==> config.mk <==
export PLATFORM = sky130hd
export DESIGN_NAME = wrs_warm_seq
export DESIGN_NICKNAME = d
export VERILOG_FILES = /design/src/rtl/wrs_pkg.sv /design/src/rtl/wrs_hs_engine.sv /design/src/rtl/wrs_rel_timer.sv /design/src/rtl/wrs_pin_drv.sv /design/src/rtl/wrs_status.sv /design/src/rtl/wrs_warm_seq.sv
export SDC_FILE = /design/constraint.sdc
export NUM_CORES = 1
export LEC_CHECK = 0
export BUFFER_PORTS_ARGS = -buffer_cell sky130_fd_sc_hd__buf_2
export CAP_MARGIN = 15
export CORE_UTILIZATION = 50
export CTS_CLUSTER_SIZE = 8
export DETAILED_ROUTE_END_ITERATION = 10
export PLACE_DENSITY = 0.85
export RECOVER_POWER = 100
export SYNTH_ARGS = -nofsm -noshare
export SYNTH_HDL_FRONTEND = slang
export SYNTH_HIERARCHICAL = 1
export SYNTH_SLANG_ARGS = --single-unit
==> constraint.sdc <==
create_clock -name clk_i -period 2.65 [get_ports clk_i]
set_input_delay 0.265 -clock clk_i [delete_from_list [all_inputs] [get_ports clk_i]]
set_output_delay 0.265 -clock clk_i [all_outputs]
set_load 0.01 [all_outputs]
==> src/rtl/wrs_pkg.sv <==
package wrs_pkg;
  localparam int unsigned NUM_HS = 5;
  localparam int unsigned HS_IW  = 3;
  localparam int unsigned STAT_W = 32;

  localparam int unsigned CAUSE_LO_LSB = 8;
  localparam int unsigned CAUSE_HI_LSB = 12;
  localparam int unsigned DBG_LSB      = 18;
  localparam int unsigned TMO_LSB      = 24;
  localparam logic [STAT_W-1:0] STAT_DEF_MASK = 32'h1F0C_F700;

  localparam int unsigned DLY_MIN = 17;
  localparam int unsigned DLY_MAX = 255;

  typedef logic [NUM_HS-1:0] hs_vec_t;

  typedef struct packed {
    logic             vld;
    logic [HS_IW-1:0] idx;
  } hs_pick_t;

  typedef enum logic [1:0] {REL_IDLE, REL_HOLD, REL_WAIT} rel_st_e;

  // lowest enabled handshake at or above 'from'
  function automatic hs_pick_t pick_hs(hs_vec_t en, logic [HS_IW-1:0] from);
    hs_pick_t p;
    p = '0;
    for (int i = NUM_HS - 1; i >= 0; i--) begin
      if (en[i] && (i >= int'(from))) begin
        p.vld = 1'b1;
        p.idx = HS_IW'(i);
      end
    end
    return p;
  endfunction

  function automatic logic [7:0] clamp_dly(logic [15:0] v);
    if (v < 16'(DLY_MIN)) return 8'(DLY_MIN);
    if (v > 16'(DLY_MAX)) return 8'(DLY_MAX);
    return v[7:0];
  endfunction
endpackage

==> src/rtl/wrs_hs_engine.sv <==
module wrs_hs_engine
  import wrs_pkg::*;
#(
  parameter int unsigned TMO_CYC = 64
) (
  input  logic    clk_i,
  input  logic    rst_ni,
  input  logic    start_i,
  input  hs_vec_t en_i,
  input  hs_vec_t ack_i,
  output hs_vec_t req_o,
  output hs_vec_t tmo_o,
  output logic    done_o
);
  localparam int unsigned TW = $clog2(TMO_CYC + 1);

  logic             act_q;
  logic [HS_IW-1:0] cur_q;
  logic [TW-1:0]    cnt_q;
  hs_vec_t          en_q;

  hs_pick_t first, nxt;
  logic     expire, adv;

  always_comb begin
    first  = pick_hs(en_i, '0);
    nxt    = pick_hs(en_q, cur_q + HS_IW'(1));
    expire = act_q && !ack_i[cur_q] && (cnt_q == TW'(TMO_CYC - 1));
    adv    = act_q && (ack_i[cur_q] || expire);
    req_o  = act_q  ? (hs_vec_t'(1) << cur_q) : '0;
    tmo_o  = expire ? (hs_vec_t'(1) << cur_q) : '0;
    done_o = (start_i && !first.vld) || (adv && !nxt.vld);
  end

  always_ff @(posedge clk_i or negedge rst_ni) begin
    if (!rst_ni) begin
      act_q <= 1'b0;
      cur_q <= '0;
      cnt_q <= '0;
      en_q  <= '0;
    end else if (start_i) begin
      en_q  <= en_i;
      cnt_q <= '0;
      act_q <= first.vld;
      cur_q <= first.idx;
    end else if (adv) begin
      cnt_q <= '0;
      act_q <= nxt.vld;
      if (nxt.vld) cur_q <= nxt.idx;
    end else if (act_q) begin
      cnt_q <= cnt_q + TW'(1);
    end
  end

  assert_req_onehot_R2: assert property (@(posedge clk_i) disable iff (!rst_ni)
    $onehot0(req_o));

  assert_req_held_R2: assert property (@(posedge clk_i) disable iff (!rst_ni)
    (|req_o && !(|(req_o & ack_i)) && !(|tmo_o) && !start_i) |=> (req_o == $past(req_o)));

  assert_tmo_on_req_R4: assert property (@(posedge clk_i) disable iff (!rst_ni)
    |tmo_o |-> (tmo_o == req_o));
endmodule

==> src/rtl/wrs_rel_timer.sv <==
module wrs_rel_timer
  import wrs_pkg::*;
#(
  parameter int unsigned HOLD_CYC = 4
) (
  input  logic       clk_i,
  input  logic       rst_ni,
  input  logic       go_i,
  input  logic [7:0] dly_i,
  output logic       clkmgr_rst_o,
  output logic       sys_rst_o,
  output logic       done_o
);
  localparam int unsigned CW = ($clog2(HOLD_CYC + 1) > 8) ? $clog2(HOLD_CYC + 1) : 8;

  rel_st_e       st_q;
  logic [CW-1:0] cnt_q;
  logic          hold_end, wait_end;

  always_comb begin
    hold_end     = (st_q == REL_HOLD) && (cnt_q == CW'(HOLD_CYC - 1));
    wait_end     = (st_q == REL_WAIT) && (cnt_q == CW'(dly_i) - CW'(1));
    clkmgr_rst_o = (st_q == REL_HOLD);
    sys_rst_o    = (st_q != REL_IDLE);
    done_o       = wait_end;
  end

  always_ff @(posedge clk_i or negedge rst_ni) begin
    if (!rst_ni) begin
      st_q  <= REL_IDLE;
      cnt_q <= '0;
    end else begin
      unique case (st_q)
        REL_IDLE: if (go_i) begin
          st_q  <= REL_HOLD;
          cnt_q <= '0;
        end
        REL_HOLD: if (hold_end) begin
          st_q  <= REL_WAIT;
          cnt_q <= '0;
        end else cnt_q <= cnt_q + CW'(1);
        REL_WAIT: if (wait_end) begin
          st_q  <= REL_IDLE;
          cnt_q <= '0;
        end else cnt_q <= cnt_q + CW'(1);
        default: st_q <= REL_IDLE;
      endcase
    end
  end

  assert_clkmgr_first_R5: assert property (@(posedge clk_i) disable iff (!rst_ni)
    clkmgr_rst_o |-> sys_rst_o);

  assert_sys_after_clk_R6: assert property (@(posedge clk_i) disable iff (!rst_ni)
    $fell(clkmgr_rst_o) |-> sys_rst_o);
endmodule

==> src/rtl/wrs_pin_drv.sv <==
module wrs_pin_drv #(
  parameter int unsigned PIN_W = 20
) (
  input  logic             clk_i,
  input  logic             rst_ni,
  input  logic             load_i,
  input  logic [PIN_W-1:0] cnt_i,
  output logic             pin_o
);
  logic [PIN_W-1:0] cnt_q;

  always_ff @(posedge clk_i or negedge rst_ni) begin
    if (!rst_ni)            cnt_q <= '0;
    else if (load_i)        cnt_q <= cnt_i;
    else if (cnt_q != '0)   cnt_q <= cnt_q - PIN_W'(1);
  end

  assign pin_o = (cnt_q != '0);

  assert_pin_zero_R7: assert property (@(posedge clk_i) disable iff (!rst_ni)
    (load_i && (cnt_i == '0)) |=> !pin_o);

  assert_pin_start_R7: assert property (@(posedge clk_i) disable iff (!rst_ni)
    (load_i && (cnt_i != '0)) |=> pin_o);
endmodule

==> src/rtl/wrs_status.sv <==
module wrs_status
  import wrs_pkg::*;
(
  input  logic              clk_i,
  input  logic              rst_ni,
  input  logic [STAT_W-1:0] set_i,
  input  logic              clr_i,
  input  logic [STAT_W-1:0] mask_i,
  output logic [STAT_W-1:0] stat_o
);
  logic [STAT_W-1:0] stat_q;

  always_ff @(posedge clk_i or negedge rst_ni) begin
    if (!rst_ni) stat_q <= '0;
    else         stat_q <= (stat_q & ~(clr_i ? mask_i : '0)) | (set_i & STAT_DEF_MASK);
  end

  assign stat_o = stat_q;

  assert_sticky_R8: assert property (@(posedge clk_i) disable iff (!rst_ni)
    !clr_i |=> (($past(stat_q) & ~stat_q) == '0));

  assert_clear_R9: assert property (@(posedge clk_i) disable iff (!rst_ni)
    clr_i |=> ((stat_q & $past(mask_i & ~set_i)) == '0));

  assert_set_wins_R9: assert property (@(posedge clk_i) disable iff (!rst_ni)
    1'b1 |=> ((($past(set_i) & STAT_DEF_MASK) & ~stat_q) == '0));
endmodule

==> src/rtl/wrs_warm_seq.sv <==
module wrs_warm_seq
  import wrs_pkg::*;
#(
  parameter int unsigned TMO_CYC  = 64,
  parameter int unsigned HOLD_CYC = 4,
  parameter int unsigned DLY_W    = 9,
  parameter int unsigned PIN_W    = 20
) (
  input  logic              clk_i,
  input  logic              rst_ni,
  input  logic [6:0]        warm_cause_i,
  input  logic [1:0]        dbg_cause_i,
  input  logic [4:0]        hs_en_i,
  input  logic [DLY_W-1:0]  rel_dly_i,
  input  logic [PIN_W-1:0]  pin_cnt_i,
  output logic [4:0]        hs_req_o,
  input  logic [4:0]        hs_ack_i,
  output logic              clkmgr_rst_o,
  output logic              sys_rst_o,
  output logic              ext_rst_o,
  output logic              busy_o,
  input  logic              stat_clr_i,
  input  logic [31:0]       stat_mask_i,
  output logic [31:0]       stat_o
);
  logic             busy_q, start, hs_done, rel_done;
  logic [7:0]       dly_q;
  logic [PIN_W-1:0] pin_q, pin_ld;
  hs_vec_t          tmo;
  logic [STAT_W-1:0] set_vec;

  assign start  = (|warm_cause_i) && !busy_q;
  assign pin_ld = start ? pin_cnt_i : pin_q;
  assign busy_o = busy_q;

  always_ff @(posedge clk_i or negedge rst_ni) begin
    if (!rst_ni) begin
      busy_q <= 1'b0;
      dly_q  <= 8'(DLY_MIN);
      pin_q  <= '0;
    end else begin
      if (start) begin
        busy_q <= 1'b1;
        dly_q  <= clamp_dly(16'(rel_dly_i));
        pin_q  <= pin_cnt_i;
      end else if (rel_done) begin
        busy_q <= 1'b0;
      end
    end
  end

  wrs_hs_engine #(.TMO_CYC(TMO_CYC)) hs_eng_i (
    .clk_i  (clk_i),
    .rst_ni (rst_ni),
    .start_i(start),
    .en_i   (hs_en_i),
    .ack_i  (hs_ack_i),
    .req_o  (hs_req_o),
    .tmo_o  (tmo),
    .done_o (hs_done)
  );

  wrs_rel_timer #(.HOLD_CYC(HOLD_CYC)) rel_tmr_i (
    .clk_i       (clk_i),
    .rst_ni      (rst_ni),
    .go_i        (hs_done),
    .dly_i       (dly_q),
    .clkmgr_rst_o(clkmgr_rst_o),
    .sys_rst_o   (sys_rst_o),
    .done_o      (rel_done)
  );

  wrs_pin_drv #(.PIN_W(PIN_W)) pin_drv_i (
    .clk_i (clk_i),
    .rst_ni(rst_ni),
    .load_i(hs_done),
    .cnt_i (pin_ld),
    .pin_o (ext_rst_o)
  );

  always_comb begin
    set_vec = '0;
    set_vec[CAUSE_LO_LSB +: 3] = warm_cause_i[2:0];
    set_vec[CAUSE_HI_LSB +: 4] = warm_cause_i[6:3];
    set_vec[DBG_LSB +: 2]      = dbg_cause_i;
    set_vec[TMO_LSB +: NUM_HS] = tmo;
  end

  wrs_status stat_i (
    .clk_i (clk_i),
    .rst_ni(rst_ni),
    .set_i (set_vec),
    .clr_i (stat_clr_i),
    .mask_i(stat_mask_i),
    .stat_o(stat_o)
  );

  assert_no_req_in_rst_R2: assert property (@(posedge clk_i) disable iff (!rst_ni)
    |hs_req_o |-> !sys_rst_o);

  assert_rst_in_busy_R1: assert property (@(posedge clk_i) disable iff (!rst_ni)
    sys_rst_o |-> busy_o);

  assert_busy_kept_R10: assert property (@(posedge clk_i) disable iff (!rst_ni)
    (busy_o && (|warm_cause_i) && !sys_rst_o) |=> busy_o);

  assert_req_needs_busy_R1: assert property (@(posedge clk_i) disable iff (!rst_ni)
    |hs_req_o |-> busy_o);
endmodule

==> key figures, run 1 <==
Worst hold path
  – Hold Path Class: in -> reg

Floorplan
  – Initial Utilization: 51.2%
  – Chip Width: 110 um
  – I/O pin cnt: 124
  – Die Y: 110 um
  – Core region area: 11400 sq um
  – Area of the die: 12100 sq um
  – Cell row count: 39

Placement
  – Port Buffers: 123
  – RePlAce Congestion: 0.910
  – Final HPWL DP: 9670 um

Yosys
  – Ys Warns: 6
  – Syn_nets: 650
  – Gate Count Post-Synth: 553
  – Post-Synthesis Cell Area: 5830 sq um
  – Syn Area/Cell: 10.5 sq um

GRT
  – Vias in the first global route: 4607
  – Gr ovfl total: 0
  – Initial antenna violation count: 0
  – All-Layer GR Usage: 24.0%
  – First-pass GRT wire length: 22200 um
  – Largest net degree at the start of global routing: 49

Power
  – Pwr Total: 5850 uW
  – Maximum vdd drop: 438 uV
  – Pwr/cell area: 855 nW/um^2
  – Standby leakage power: 0.00303 uW

STA
  – F_max: 382 MHz
  – Normalized max-slew margin: 15.2%
  – Post-Route Setup TNS: 0 ns
  – Final number of hold-violating endpoints: 0
  – Min Tclk post-route: 2.61 ns
  – Hold slack: 0.0992 ns
  – Slew at the pin with the worst max-slew slack: 1.27 ns
  – Setup Skew: 0.00499 ns
  – Final setup vio count: 0
  – Max Slew Vio Count: 0
  – Final period util: 98.7%

Route
  – DRT iter0 DRCs: 469
  – DR WL/cell: 16.7 um
  – DR vias/cell: 5.81
  – Drt total wl: 13800 um
  – Detailed-route via count: 4808
  – Drt drc: 0
  – Routed Antenna Nets: 0
  – Initial DRT Pass Iterations: 6

Status
  – Status: completed

CTS
  – Maximum buffer depth of the clock tree: 2
  – Worst-path clk slew: 0.07 ns
  – TritonCTS clock tree: yes
  – CTS Buf Count: 9
  – Clk root buf: clkbuf_16
  – Clock sink total: 107
  – Clock Latency Late Sink: 0.35 ns
  – H-Tree Depth: 3

Worst setup path
  – Max FO, Critical Path: 23
  – Critical Setup Path Class: reg -> reg
  – Worst setup EP type: register
  – Worst Path Arrival: 2.89 ns
  – Startpoint types: register
  – Data required time at the worst endpoint: 2.92 ns

Finish
  – Antenna diodes: 0
  – Layout net count: 779
  – Area growth syn-to-layout: 17.5%
  – Layout cells sized above 1: 21.9%

Flow run
  – Number of max-cap violations: 0
-- state kept, by name (all words and copies together), names as in the netlist, 2 cells and up --
register         count
rel_tmr_i/cnt_q      8
hs_eng_i/en_q        5
rel_tmr_i/st_q       2
hs_eng_i/cur_q       3
pin_drv_i/cnt_q     20
stat_i/stat_o       32
pin_q               20
dly_q                8
hs_eng_i/cnt_q       7
-- stage by stage --
| step | std cells | instance area [sq um] | setup WS (ns) | utilization (%) |
|---|---|---|---|---|
| after floorplan | 553 | 5830 | 0.0253 | - |
| after global placement | 810 | 6620 | 0.152 | 58.2 |
| after global routing | 828 | 6850 | -0.0951 | 60.2 |
| after detailed placement | 810 | 6620 | -0.0561 | 58.2 |
| after CTS | 826 | 7010 | 0.0128 | 61.6 |
| final | 828 | 6850 | 0.0355 | 60.2 |
-- final timing paths --
| check | startpoint | end | slack, ns | depth (start not counted) |
|---|---|---|---|---|
| setup / recovery | hs_eng_i/cur_q[0] | pin_drv_i/cnt_q[9] | 0.04 | 9 |
| max in group asynchronous | rst_ni | hs_eng_i/cnt_q[5] | 0.60 | 3 |
| setup reg to reg | hs_eng_i/cur_q[0] | pin_drv_i/cnt_q[9] | 0.04 | 9 |
| hold / removal | stat_mask_i[1] | stat_i/stat_o[1] | 0.1 | 2 |
| hold reg to reg | stat_i/stat_o[12] | stat_i/stat_o[12] | 0.48 | 1 |
| min in group asynchronous | rst_ni | pin_q[0] | 0.65 | 2 |
-- layout by cell type, fill, tap and decap left out, drive strengths merged, types with 7 or more instances in the layout --
cell and instances:
nand3 15, nand2 58, nor4 8, nor3 10, nor2b 8, clkbuf 55
a21oi 9, o221ai 7, a31oi 12, o22ai 7, a21boi 19, nor2 41
mux2i 8, ha 14, or4 7, inv 31, o31ai 11, xnor2 12
a21o 17, and2 13, dfrtp 105, buf 92, o21ai 20, mux2 27
-- final cells by class --
type | instances | area, sq um
Clock buffer | 9 | 225
Clock inverter | 5 | 128
Fill cell | 940 | 4520
Inverter | 32 | 124
Multi-Input combinational cell | 392 | 2800
Sequential cell | 107 | 2680
Tap cell | 143 | 179
Timing Repair Buffer | 139 | 707
Timing Repair inverter | 1 | 7.51
-- power breakdown --
group | switching (uW) | internal (uW) | total, uW
clock | 589 | 1010 | 1600
sequential | 424 | 2030 | 2460
combinational | 962 | 837 | 1800
-- worst max-delay path: stages, from the launching register on --
cell,delay [ns]
dfrtp_1,0.41
inv_1,0.11
ha_1,0.37
o21bai_1,0.20
a31oi_1,0.25
nand3b_1,0.23
o22ai_4,0.15
buf_12,0.19
or4_1,0.50
o21ai_1,0.13
-- what timing repair did --
| action | CTS | global route |
|---|---|---|
| setup buffers | 0 | 1 |
| setup endpoints to repair | 5 | 20 |
| hold endpoints to repair | 42 | 0 |
| pin swaps | 0 | 1 |
| gates resized for setup | 3 | 4 |
| hold buffers | 1 | 0 |
| cloned | 1 | 1 |
-- per-layer routing --
layer / vias to the layer above / part of all wire [%] / global-route usage, %
li1: 2249 / - / -
met1: 2314 / 43 / 31.3
met2: 220 / 49 / 39.6
met3: 25 / 6.7 / 4.45
met4: 0 / 1.7 / 8.57
met5: - / 0 / 0
Note: power is estimated with default switching activity, not from simulation.
==> inputs of run 2 (changes only) <==
--- a/config.mk
+++ b/config.mk
@@ -12,6 +12,7 @@
 export DETAILED_ROUTE_END_ITERATION = 10
 export PLACE_DENSITY = 0.85
 export RECOVER_POWER = 100
+export SETUP_SLACK_MARGIN = 0.2
 export SYNTH_ARGS = -nofsm -noshare
 export SYNTH_HDL_FRONTEND = slang
 export SYNTH_HIERARCHICAL = 1
==> run 2 against run 1 <==
Sequential power hardly changed. Cell count is 2.5% higher. Critical path depth stayed put. Highest routed layer unchanged. Critical path type unchanged. Critical endpoint is now rel_tmr_i/st_q[1]. Non-clock buffer count is 20 higher. Combinational power is 12% higher. Power is 1.4% lower. Clock power is 21% lower. Wire length is 2.4% higher. Sequential share of layout area is 1.2 points lower. Global-route usage is 0.69 points lower. First-iteration DRC count is 33% lower. Via count is 1.3% higher.
==> key figures, run 2 (synthesis gave the netlist of run 1 again) <==
Floorplan
  – Area of the die: 12100 sq um (unchanged)
  – Cell row count: 39 (unchanged)
  – Die Y: 110 um (unchanged)
  – Core region area: 11400 sq um (unchanged)
  – I/O pin cnt: 124 (unchanged)
  – Initial Utilization: 51.2% (unchanged)
  – Chip Width: 110 um (unchanged)

Worst setup path
  – Worst setup EP type: register (unchanged)
  – R2R cell count: 9 (unchanged)
  – Max FO, Critical Path: 5 (was 23)
  – Top delay family on crit path: compound AO/OA/AOI/OAI gates (unchanged)
  – Data required time at the worst endpoint: 2.93 ns (was 2.92 ns)
  – CP max-delay cell: dfrtp_2 (was or4_1)
  – Critical path launch point: hs_eng_i/cur_q[0] (unchanged)
  – Instance count on the critical path: 9 (unchanged)
  – RR Startpoint: hs_eng_i/cur_q[0] (unchanged)
  – R2R setup slack: 0.20 ns (was 0.04 ns)
  – Cell Chain, Critical Path: ha_1, ha_4, and2_4, o22ai_2, nand3b_1, o22ai_4, inv_2, a211oi_1, mux2i_1 (was inv_1, ha_1, o21bai_1, a31oi_1, nand3b_1, o22ai_4, buf_12, or4_1, o21ai_1)
  – Largest stage delay, worst path: 0.45 ns (was 0.50 ns)
  – Critical Setup Path Class: reg -> reg (unchanged)
  – Startpoint types: register (unchanged)
  – Buf/Inv on CP: 1 (was 2)
  – Worst Path Arrival: 2.72 ns (was 2.89 ns)

Route
  – Routed Antenna Nets: 0 (unchanged)
  – DR vias/cell: 5.74 (was 5.81)
  – Drt total wl: 14200 um (was 13800 um)
  – DRT iter0 DRCs: 316 (was 469)
  – DR WL/cell: 16.7 um (about the same)
  – Detailed-route via count: 4872 (was 4808)
  – Initial DRT Pass Iterations: 4 (was 6)
  – Drt drc: 0 (unchanged)

Power
  – Switch Pwr: 2080 uW (was 1970 uW)
  – Internal power: 3700 uW (was 3880 uW)
  – Standby leakage power: 0.00311 uW (was 0.00303 uW)
  – Pwr/cell area: 816 nW/um^2 (was 855 nW/um^2)
  – Maximum vdd drop: 465 uV (was 438 uV)
  – Sequential share of power: 43.1% (was 42.0%)
  – Sw frac: 36.0% (was 33.7%)
  – Clock power share: 22.0% (was 27.3%)
  – Comb pwr share: 34.9% (was 30.7%)

GRT
  – Gr ovfl total: 0 (unchanged)
  – All-Layer GR Usage: 23.3% (was 24.0%)
  – Initial antenna violation count: 0 (unchanged)
  – First-pass GRT wire length: 21500 um (was 22200 um)
  – Vias in the first global route: 4568 (was 4607)
  – Largest net degree at the start of global routing: 45 (was 49)

Flow run
  – Number of max-cap violations: 0 (unchanged)

STA
  – Normalized max-slew margin: 2.26% (was 15.2%)
  – Max Slew Vio Count: 0 (unchanged)
  – Setup Skew: 0.00618 ns (was 0.00499 ns)
  – Final period util: 92.4% (was 98.7%)
  – Slew at the pin with the worst max-slew slack: 1.47 ns (was 1.27 ns)
  – RSZ-0062 raised after global routing: yes
  – Final setup margin: 0.202 ns (was 0.0355 ns)
  – F_max: 409 MHz (was 382 MHz)
  – Final number of hold-violating endpoints: 0 (unchanged)
  – Final setup vio count: 0 (unchanged)
  – Min Tclk post-route: 2.45 ns (was 2.61 ns)

CTS
  – Clk root buf: clkbuf_16 (unchanged)
  – Clock Latency Late Sink: 0.35 ns (about the same)
  – H-Tree Depth: 3 (unchanged)
  – Worst-path clk slew: 0.07 ns (about the same)
  – Clock sink total: 107 (unchanged)
  – CTS Buf Count: 9 (unchanged)
  – TritonCTS clock tree: yes (unchanged)
  – Maximum buffer depth of the clock tree: 2 (unchanged)

Finish
  – Layout net count: 799 (was 779)
  – Antenna diodes: 0 (unchanged)
  – Layout cells sized above 1: 27.3% (was 21.9%)
  – Area growth syn-to-layout: 21.5% (was 17.5%)
  – Max FFs per register: 32 (unchanged)
  – Most frequent cells in the layout: dfrtp_1, buf_2, nand2_1 (unchanged)
  – Util after Layout: 62.2% (was 60.2%)
  – Commonest non-fill, non-tap cell in the layout: dfrtp_1 (unchanged)

Placement
  – Setup WS pre-CTS: -0.00218 ns (was -0.0561 ns)
  – RePlAce Congestion: 0.924 (was 0.910)
  – Port Buffers: 123 (unchanged)
  – Final HPWL DP: 10000 um (was 9670 um)

Status
  – Status: completed (unchanged)

Worst hold path
  – Hold depth: 2 (unchanged)
  – Hold Crit Start: dbg_cause_i[0] (was stat_mask_i[1])
  – Hold Path Class: in -> reg (unchanged)
## run 2: cell types whose count changed in the layout (fill, tap and decap cells not counted), sizes merged
cell | previous run | this run
buf | 92 | 113
bufinv | 4 | 0
clkbuf | 55 | 56
clkinv | 0 | 2
inv | 31 | 32
## run 2: path summary, 6_finish.rpt
check / end
worst max-delay path: rel_tmr_i/st_q[1]
worst min-delay path: stat_i/stat_o[18]
worst max register to register: rel_tmr_i/st_q[1]
worst min register to register: stat_i/stat_o[12]
max in group asynchronous: pin_q[14]
min in group asynchronous: pin_q[19]
## run 2: timing repair
item                                    in CTS  in global routing
setup buffers                                3                 17
endpoints found under the setup margin      20                 22
endpoints found under the hold margin       41                  0
cloned                                       1                  2
gates resized for setup                      5                 36
pin swaps                                    1                 19
hold buffers                                 1                  0
## run 2: cell type report
class | instances | area (sq um)
clock buffer | 11 | 243
clock inverter | 4 | 36.3
fill | 925 | 4290
inverter | 32 | 126
multi-input combinational | 392 | 2910
sequential | 107 | 2690
tap | 143 | 179
timing repair buffer | 159 | 891
timing repair inverter | 1 | 5.00
## run 2: per-layer routing
metal  wire length [um]  vias to the layer above  GRT usage, %
met5                  0                        -             0
met4                294                        0          9.05
met3                857                       26          4.09
met2               6830                      202          38.3
met1               6180                     2341          30.5
li1                   -                     2303             -
## run 2: stage by stage
stage	instances	hold WS (ns)	setup TNS (ns)	total power, uW	area [sq um]
finish	849	0.0888	0	5770	7080
detailed placement	810	0.309	-0.00218	4330	6620
global placement	810	0.305	0	4220	6620
CTS	830	0.0785	0	5680	6960
global route	849	0.0820	0	6130	7080
floorplan	553	-0.0306	0	3820	5840
## run 2: power by group through the flow
stage | registers (uW) | logic [uW] | clock network (uW)
2_1_floorplan | 2340 | 1480 | 0
3_3_place_gp | 2470 | 1760 | 0
3_5_place_dp | 2500 | 1830 | 0
4_1_cts | 2470 | 1910 | 1300
5_1_grt | 2550 | 2220 | 1360
6_report | 2490 | 2010 | 1270
## run 2: worst register-to-register path, stage by stage (launching register included)
cell and delay [ns]:
dfrtp_2 0.45, ha_1 0.25, ha_4 0.27, and2_4 0.14, o22ai_2 0.10, nand3b_1 0.15
o22ai_4 0.35, inv_2 0.11, a211oi_1 0.34, mux2i_1 0.22
==> inputs of run 3 (changes only) <==
--- a/config.mk
+++ b/config.mk
@@ -11,7 +11,7 @@
 export CTS_CLUSTER_SIZE = 8
 export DETAILED_ROUTE_END_ITERATION = 10
 export PLACE_DENSITY = 0.85
-export RECOVER_POWER = 100
+export RECOVER_POWER = 25
 export SETUP_SLACK_MARGIN = 0.2
 export SYNTH_ARGS = -nofsm -noshare
 export SYNTH_HDL_FRONTEND = slang
==> run 3 against run 2 <==
Cell count is the same. Sequential power is essentially flat. Final area grew 3.0%. Fmax grew 2.6%.
==> key figures, run 3 (synthesis gave the netlist of run 1 again) <==
STA
  – Normalized max-slew margin: 3.72% (was 2.26%)
  – Final number of hold-violating endpoints: 0 (unchanged)
  – Min Tclk post-route: 2.39 ns (was 2.45 ns)
  – Setup Skew: 0.00844 ns (was 0.00618 ns)
  – F_max: 419 MHz (was 409 MHz)
  – Post-Route Setup TNS: 0 ns (unchanged)
  – Slew at the pin with the worst max-slew slack: 1.44 ns (was 1.47 ns)
  – RSZ-0062 raised after global routing: yes (unchanged)
  – Max Slew Vio Count: 0 (unchanged)
  – Final setup vio count: 0 (unchanged)
  – Final period util: 90.1% (was 92.4%)

Worst setup path
  – Startpoint types: register (unchanged)
  – Crit-path most repeated cell: ha_4
  – Top delay family on crit path: compound AO/OA/AOI/OAI gates (unchanged)
  – CP max-delay cell: dfrtp_2 (unchanged)
  – Worst setup EP type: register (unchanged)
  – Critical Setup Path Class: reg -> reg (unchanged)
  – Largest stage delay, worst path: 0.47 ns (was 0.45 ns)
  – Data required time at the worst endpoint: 2.89 ns (was 2.93 ns)
  – Max FO, Critical Path: 7 (was 5)
  – Buf/Inv on CP: 1 (unchanged)
  – Cell Chain, Critical Path: ha_4, ha_4, and2_4, o22ai_2, nand3b_1, o22ai_4, clkbuf_16, nand2b_4, o21ai_2, a31oi_1, o31ai_1 (was ha_1, ha_4, and2_4, o22ai_2, nand3b_1, o22ai_4, inv_2, a211oi_1, mux2i_1)
  – Worst Path Arrival: 2.62 ns (was 2.72 ns)

GRT
  – Gr ovfl total: 0 (unchanged)
  – Largest net degree at the start of global routing: 45 (unchanged)
  – Vias in the first global route: 4568 (unchanged)
  – Initial antenna violation count: 0 (unchanged)
  – All-Layer GR Usage: 23.3% (unchanged)
  – First-pass GRT wire length: 21500 um (unchanged)

Power
  – Maximum vdd drop: 481 uV (was 465 uV)
  – Internal power: 3830 uW (was 3700 uW)
  – Comb pwr share: 36.7% (was 34.9%)
  – Sw frac: 35.8% (was 36.0%)
  – Switch Pwr: 2140 uW (was 2080 uW)
  – Clock power share: 21.2% (was 22.0%)
  – Pwr/cell area: 819 nW/um^2 (was 816 nW/um^2)
  – Sequential share of power: 42.1% (was 43.1%)
  – Standby leakage power: 0.00334 uW (was 0.00311 uW)

Finish
  – Filler cells: 869 (was 925)
  – Antenna diodes: 0 (unchanged)
  – Non-Filler Instances: 849 (unchanged)
  – Commonest non-fill, non-tap cell in the layout: buf_2 (was dfrtp_1)
  – Layout net count: 799 (unchanged)
  – Max FFs per register: 32 (unchanged)
  – Layout cells sized above 1: 36.8% (was 27.3%)
  – Area growth syn-to-layout: 25.1% (was 21.5%)
  – Most frequent cells in the layout: buf_2, dfrtp_1, nand2_1 (was dfrtp_1, buf_2, nand2_1)

Route
  – Detailed-route via count: 4866 (was 4872)
  – DR WL/cell: 16.8 um (was 16.7 um)
  – DRT iter0 DRCs: 285 (was 316)
  – Drt total wl: 14200 um (about the same)
  – Drt drc: 0 (unchanged)
  – Routed Antenna Nets: 0 (unchanged)
  – DR vias/cell: 5.73 (was 5.74)
  – Initial DRT Pass Iterations: 5 (was 4)

CTS
  – TritonCTS clock tree: yes (unchanged)
  – Worst-path clk slew: 0.07 ns (about the same)
  – Clock Latency Late Sink: 0.35 ns (about the same)
  – Clk root buf: clkbuf_16 (unchanged)
  – Maximum buffer depth of the clock tree: 2 (unchanged)
  – H-Tree Depth: 3 (unchanged)
  – CTS Buf Count: 9 (unchanged)
  – Clock sink total: 107 (unchanged)

Placement
  – RePlAce Congestion: 0.924 (unchanged)
  – Final HPWL DP: 10000 um (unchanged)
  – # placed instances: 810 (unchanged)
  – Port Buffers: 123 (unchanged)

Flow run
  – Number of max-cap violations: 0 (unchanged)

Floorplan
  – Core region area: 11400 sq um (unchanged)
  – Cell row count: 39 (unchanged)
  – I/O pin cnt: 124 (unchanged)
  – Area of the die: 12100 sq um (unchanged)
  – Die Y: 110 um (unchanged)
  – Chip Width: 110 um (unchanged)
  – Initial Utilization: 51.2% (unchanged)

Worst hold path
  – Hold Path Class: in -> reg (unchanged)

Status
  – Status: completed (unchanged)
## run 3: power by group through the flow
stage,Clock [uW],Sequential (uW),Combinational [uW]
after global placement,0,2470,1760
after CTS,1300,2470,1910
after detailed placement,0,2500,1830
final,1270,2510,2190
after floorplan,0,2340,1480
after global routing,1360,2570,2390
## run 3: area by class of cell
type                    instances  area [sq um]  share of cell area (%)
well taps                     143           179                    2.45
repair buffers                159           955                    13.1
repair inverters                1          5.00                  0.0686
clock buffers                  11           243                    3.33
flip-flops and latches        107          2690                    36.8
clock inverters                 4          36.3                   0.498
inverters                      32           126                    1.73
multi-input cells             392          3060                    42.0
## run 3: repair_timing
| item | 4_1_cts | 5_1_grt |
|---|---|---|
| endpoints found under the hold margin | 41 | 0 |
| pin swaps | 1 | 19 |
| resized for setup | 5 | 36 |
| hold buffers | 1 | 0 |
| endpoints found under the setup margin | 20 | 22 |
| gates cloned | 1 | 2 |
| buffers inserted | 3 | 17 |
## run 3: worst paths after layout
| check | cells after the start | start | endpoint | slack [ns] |
|---|---|---|---|---|
| max in group asynchronous | 3 | rst_ni | pin_q[14] | 0.91 |
| worst max register to register | 11 | hs_eng_i/cur_q[1] | pin_drv_i/cnt_q[7] | 0.26 |
| worst max-delay path | 11 | hs_eng_i/cur_q[1] | pin_drv_i/cnt_q[7] | 0.26 |
| worst min-delay path | 2 | dbg_cause_i[0] | stat_i/stat_o[18] | 0.09 |
| min in group asynchronous | 2 | rst_ni | pin_q[19] | 0.66 |
| worst min register to register | 1 | stat_i/stat_o[12] | stat_i/stat_o[12] | 0.48 |
## run 3: per-stage QoR
stage | instance area [sq um] | hold slack, ns | worst slack (ns) | total power [uW] | utilization [%]
floorplan | 5840 | -0.0306 | 0.234 | 3820 | -
global placement | 6620 | 0.305 | 0.128 | 4220 | 58.3
detailed placement | 6620 | 0.309 | -0.00218 | 4330 | 58.3
CTS | 6960 | 0.0785 | 0.192 | 5680 | 61.2
global route | 7290 | 0.0820 | 0.135 | 6320 | 64.1
finish | 7290 | 0.0900 | 0.263 | 5970 | 64.1
## run 3: per-layer routing
metal | wire [um] | track usage [%] | up-vias
met4 | 284 | 9.05 | 0
met1 | 6200 | 30.5 | 2343
met3 | 867 | 4.09 | 27
met5 | 0 | 0 | -
li1 | - | - | 2295
met2 | 6890 | 38.3 | 201
